[src/rtl/bmul_pkg.sv]
package bmul_pkg;

    localparam int SECT_W = 4;

    typedef enum logic [2:0] {
        DIG_ZERO = 3'd0,
        DIG_P1   = 3'd1,
        DIG_P2   = 3'd2,
        DIG_M1   = 3'd3,
        DIG_M2   = 3'd4
    } digit_e;

    function automatic digit_e decode_triplet(input logic [2:0] t);
        digit_e d;
        case (t)
            3'b001, 3'b010: d = DIG_P1;
            3'b011:         d = DIG_P2;
            3'b100:         d = DIG_M2;
            3'b101, 3'b110: d = DIG_M1;
            default:        d = DIG_ZERO;
        endcase
        return d;
    endfunction

    function automatic int digit_value(input digit_e d);
        int v;
        case (d)
            DIG_P1:  v = 1;
            DIG_P2:  v = 2;
            DIG_M1:  v = -1;
            DIG_M2:  v = -2;
            default: v = 0;
        endcase
        return v;
    endfunction

endpackage

[src/rtl/bmul_negate.sv]
module bmul_negate #(
    parameter int W = 32
) (
    input  logic [W-1:0] val_i,
    output logic [W-1:0] neg_o
);
    logic [W:0] carry;
    assign carry[0] = 1'b1;

    for (genvar i = 0; i < W; i++) begin : g_rip
        assign neg_o[i]     = ~val_i[i] ^ carry[i];
        assign carry[i+1]   = ~val_i[i] & carry[i];
    end

    logic [W-1:0] total;
    always_comb begin
        total = neg_o + val_i;

        neg_value_chk: assert (total == '0)
            else $error("negation unit output is not the additive inverse");
    end
endmodule

[src/rtl/bmul_recoder.sv]
module bmul_recoder #(
    parameter int N   = 16,
    parameter int NPP = (N + 1) / 2
) (
    input  logic [N-1:0]     mplier_i,
    output bmul_pkg::digit_e dig_o [NPP]
);
    localparam int YW = 2 * NPP;

    logic [YW:0] yz;

    if (YW > N) begin : g_odd
        assign yz = {mplier_i[N-1], mplier_i, 1'b0};
    end else begin : g_even
        assign yz = {mplier_i, 1'b0};
    end

    for (genvar i = 0; i < NPP; i++) begin : g_dig
        always_comb begin
            dig_o[i] = bmul_pkg::decode_triplet(yz[2*i+2 -: 3]);
        end
        always_comb begin

            digit_range_chk: assert (bmul_pkg::digit_value(dig_o[i]) ==
                -2 * int'(yz[2*i+2]) + int'(yz[2*i+1]) + int'(yz[2*i]))
                else $error("Booth digit does not match its triplet");
        end
    end
endmodule

[src/rtl/bmul_ppgen.sv]
module bmul_ppgen #(
    parameter int PW    = 32,
    parameter int SHIFT = 0
) (
    input  logic [PW-1:0]    m_ext_i,
    input  logic [PW-1:0]    m_neg_i,
    input  bmul_pkg::digit_e dig_i,
    output logic [PW-1:0]    pp_o
);
    logic [PW-1:0] pick;

    always_comb begin
        case (dig_i)
            bmul_pkg::DIG_P1: pick = m_ext_i;
            bmul_pkg::DIG_P2: pick = m_ext_i << 1;
            bmul_pkg::DIG_M1: pick = m_neg_i;
            bmul_pkg::DIG_M2: pick = m_neg_i << 1;
            default:          pick = '0;
        endcase
        pp_o = pick << SHIFT;
    end
endmodule

[src/rtl/bmul_csel_add.sv]
module bmul_csel_add #(
    parameter int W  = 32,
    parameter int SW = bmul_pkg::SECT_W
) (
    input  logic [W-1:0] a_i,
    input  logic [W-1:0] b_i,
    output logic [W-1:0] sum_o
);
    localparam int NS = (W + SW - 1) / SW;

    logic [NS-1:0] c;
    assign c[0] = 1'b0;

    for (genvar s = 0; s < NS; s++) begin : g_sec
        localparam int LO  = s * SW;
        localparam int SWD = (W - LO < SW) ? (W - LO) : SW;
        if (s == NS - 1) begin : g_last
            logic [SWD-1:0] r0, r1;
            assign r0 = a_i[LO +: SWD] + b_i[LO +: SWD];
            assign r1 = a_i[LO +: SWD] + b_i[LO +: SWD] + SWD'(1);
            assign sum_o[LO +: SWD] = c[s] ? r1 : r0;
        end else begin : g_mid
            logic [SWD:0] r0, r1;
            assign r0 = {1'b0, a_i[LO +: SWD]} + {1'b0, b_i[LO +: SWD]};
            assign r1 = {1'b0, a_i[LO +: SWD]} + {1'b0, b_i[LO +: SWD]} + (SWD+1)'(1);
            assign sum_o[LO +: SWD] = c[s] ? r1[SWD-1:0] : r0[SWD-1:0];
            assign c[s+1]           = c[s] ? r1[SWD] : r0[SWD];
        end
    end

    logic [W-1:0] direct;
    always_comb begin
        direct = a_i + b_i;

        csa_sum_chk: assert (sum_o == direct)
            else $error("carry-select sum mismatch");
    end
endmodule

[src/rtl/bmul_top.sv]
module bmul_top #(
    parameter int N = 16
) (
    input  logic [N-1:0]   mcand_i,
    input  logic [N-1:0]   mplier_i,
    output logic [2*N-1:0] product_o
);
    localparam int NPP = (N + 1) / 2;
    localparam int PW  = 2 * N;

    logic [PW-1:0]    m_ext, m_neg;
    bmul_pkg::digit_e dig [NPP];
    logic [PW-1:0]    pp  [NPP];
    logic [PW-1:0]    acc [NPP];

    assign m_ext = {{N{mcand_i[N-1]}}, mcand_i};

    bmul_negate #(.W(PW)) u_neg (
        .val_i (m_ext),
        .neg_o (m_neg)
    );

    bmul_recoder #(.N(N), .NPP(NPP)) u_rec (
        .mplier_i (mplier_i),
        .dig_o    (dig)
    );

    for (genvar i = 0; i < NPP; i++) begin : g_pp
        bmul_ppgen #(.PW(PW), .SHIFT(2*i)) u_pp (
            .m_ext_i (m_ext),
            .m_neg_i (m_neg),
            .dig_i   (dig[i]),
            .pp_o    (pp[i])
        );
    end

    assign acc[0] = pp[0];
    for (genvar i = 1; i < NPP; i++) begin : g_sum
        bmul_csel_add #(.W(PW)) u_add (
            .a_i   (acc[i-1]),
            .b_i   (pp[i]),
            .sum_o (acc[i])
        );
    end

    assign product_o = acc[NPP-1];

    logic signed [PW-1:0] golden;
    always_comb begin
        golden = $signed(m_ext) * $signed({{N{mplier_i[N-1]}}, mplier_i});

        product_chk: assert ($signed(product_o) == golden)
            else $error("product differs from signed multiply");
    end
endmodule

[config.mk]
export PLATFORM = sky130hd
export DESIGN_NAME = bmul_top
export DESIGN_NICKNAME = d
export VERILOG_FILES = /design/src/rtl/bmul_pkg.sv /design/src/rtl/bmul_negate.sv /design/src/rtl/bmul_recoder.sv /design/src/rtl/bmul_ppgen.sv /design/src/rtl/bmul_csel_add.sv /design/src/rtl/bmul_top.sv
export SDC_FILE = /design/constraint.sdc
export NUM_CORES = 1
export LEC_CHECK = 0
export CAP_MARGIN = 20
export CORE_ASPECT_RATIO = 0.8
export CORE_MARGIN = 2
export CORE_UTILIZATION = 23
export DETAILED_ROUTE_END_ITERATION = 6
export DONT_BUFFER_PORTS = 1
export PLACE_DENSITY = 0.36
export REMOVE_ABC_BUFFERS = 1
export SYNTH_ARGS = -nofsm -noshare
export SYNTH_HDL_FRONTEND = slang
export SYNTH_SLANG_ARGS = --single-unit
[constraint.sdc]
create_clock -name vclk -period 29.8
set_input_delay 5.96 -clock vclk [all_inputs]
set_output_delay 5.96 -clock vclk [all_outputs]
set_load 0.01 [all_outputs]
==> flow_summary.yaml <==
status:
  status: "finished, final reports clean"
layout:
  finalInstanceArea_sq_mm: 0.0136
  area_growth_pct: 5.11
  seq_area_sq_um: 0
  clock_buffers: 0
  drive_gt1_share_pct: 5.89
  layout_common_cells: "ha_1 (197), a21oi_1 (161), xnor2_1 (133), inv_1 (132), nand2_1 (111)"
  nets: 1925
  diodes: 0
  layout_commonest_cell: "ha_1"
  flops_and_latches: 0
route:
  wl_per_cell_microns: 18.9
  drtIter0Drc: 834
  via_per_inst: 5.19
  drc: 0
  wl_microns: 45300
  ant_nets: 0
  firstDrtPassIters: 5
  via_count: 12400
sta:
  rsz0062_at_grt: "false"
  worst_pin_slew_ps: 915
  finalMaxSlewViolations: 0
  setup_violations: 0
  fmax_ghz: 0.0352
  setup_ws_ps: 1410
  post-route-min-period_ps: 28390
  slew_headroom_pct: 38.8
  period_share_pct: 95.3
  finalSetupTns_ps: 0
  timing.hold.ws_ps: 12100
  hold_viol: 0
logic_synthesis:
  ys_types: 66
  synth_area_leader_cell: "ha_1"
  synth_top_area_share_pct: 19.3
  seq_area_frac_synth_pct: 0
  syn_area_sq_mm: 0.0129
  synth_area_leaders: "ha_1 (19%), xnor2_1 (9.3%), fa_1 (6.8%), a21oi_1 (6.2%), a221oi_1 (5.8%)"
  netlist_instances: 1765
  ys_warn_count: 0
  syn_area_per_cell_sq_um: 7.33
global_route:
  grt_usage_pct: 15.2
  grt_pass1_wl_microns: 71900
  grt_max_degree: 62
  first_global_vias: 12200
  grt_overflow: 0
  antenna_found_initial: 0
die:
  core_sq_mm: 0.0554
  die_h_microns: 216
  rows: 77
  dieArea_sq_mm: 0.0582
  chipWidth_microns: 269
  ios: 64
  start_util_pct: 23.4
placement:
  port_buffers: 0
  hpwl_microns: 36100
  post-place-ws_ps: 446
  globalplace.congestion: 0.808
  dpl_cell_area_sq_mm: 0.0135
clock_tree:
  cts_hold_buf: 0
min_path:
  worstHoldPathType: "in2out"
run:
  drv_cap: 0
critical_path:
  required_ps: 23840
  crit_top_cell: "ha_1"
  worst-path-max-fanout: 16
  slowest_delay_ps: 540
  critical_path_class: "in2out"
  crit_path_end_kind: "primary output"
  crit_path_start_kind: "input port"
  cp_data_arrival_time_ps: 22430
  worst_path_max_delay_cell: "fa_1"
==> Yosys cell counts, drive strengths merged (3+ instances only) <==
master	count
o311ai	3
nor3	14
nor2b	32
nor4	6
nand2	111
o21a	5
a21oi	161
fa	44
a22oi	54
a221oi	85
and3	7
a21o	67
buf	15
a31oi	10
mux2i	52
ha	200
o21bai	5
and2	19
inv	133
o221ai	3
nand4	25
xnor2	138
a221o	5
nand4b	7
nor3b	5
or3	3
nand2b	13
a31o	16
nand3	26
o211ai	4
a22o	21
o21ai	84
nand3b	4
nor2	105
a211oi	8
xor2	85
mux2	37
clkbuf	123
==> what timing repair did <==
item,4_1_cts,5_1_grt
endpoints found under the setup margin,0,1
setup buffers,0,0
resized for setup,0,15
==> cells by family (layout without fill, tap and decap cells) <==
| family | count (synthesis) | in the layout | synth area share, % |
|---|---|---|---|
| AND/OR/NAND/NOR | 389 | 389 | 14.8 |
| buffers and inverters | 273 | 155 | 7.93 |
| adder cells (fa/ha/maj) | 244 | 244 | 26.2 |
| AO/OA/AOI/OAI | 544 | 544 | 28.2 |
| XOR/XNOR | 225 | 225 | 15.5 |
| multiplexers | 90 | 90 | 7.42 |
==> layout make-up <==
class	count	area, sq um
tap	750	938
inverter	135	510
timing repair buffer	20	158
multi-input combinational	1492	12000
fill	6097	41800
==> layer usage <==
| metal | track usage [%] | routed length [microns] |
|---|---|---|
| met2 | 23.9 | 19200 |
| met4 | 0.689 | 196 |
| met3 | 1.09 | 1950 |
| met5 | 0 | 0 |
| met1 | 23.4 | 24000 |
==> path summary, 6_finish.rpt <==
| kind | startpoint | endpoint | slack [ps] | cells past startpoint |
|---|---|---|---|---|
| min | mcand_i[0] | product_o[1] | 12100 | 2 |
| max | mcand_i[0] | product_o[31] | 1410 | 78 |
==> stage by stage <==
| stage | util, % | instances |
|---|---|---|
| 2_1_floorplan | - | 1627 |
| 3_3_place_gp | 24.4 | 2395 |
| 3_5_place_dp | 24.4 | 2395 |
| 4_1_cts | 24.4 | 2395 |
| 5_1_grt | 24.5 | 2397 |
| 6_report | 24.5 | 2397 |
==> worst max-delay path, delay by kind of cell <==
kind	cells	cell delay, ps
muxes	7	1970
buffers and inverters	11	1040
AOI/OAI and AO/OA	9	1600
adders and majority gates	26	6730
xor gates and xnor gates	17	3830
and+or+nand+nor	8	1300
Power is left out: the tool's default activity adds up to more than one toggle a clock period on the data nets, which glitch-free logic cannot reach.
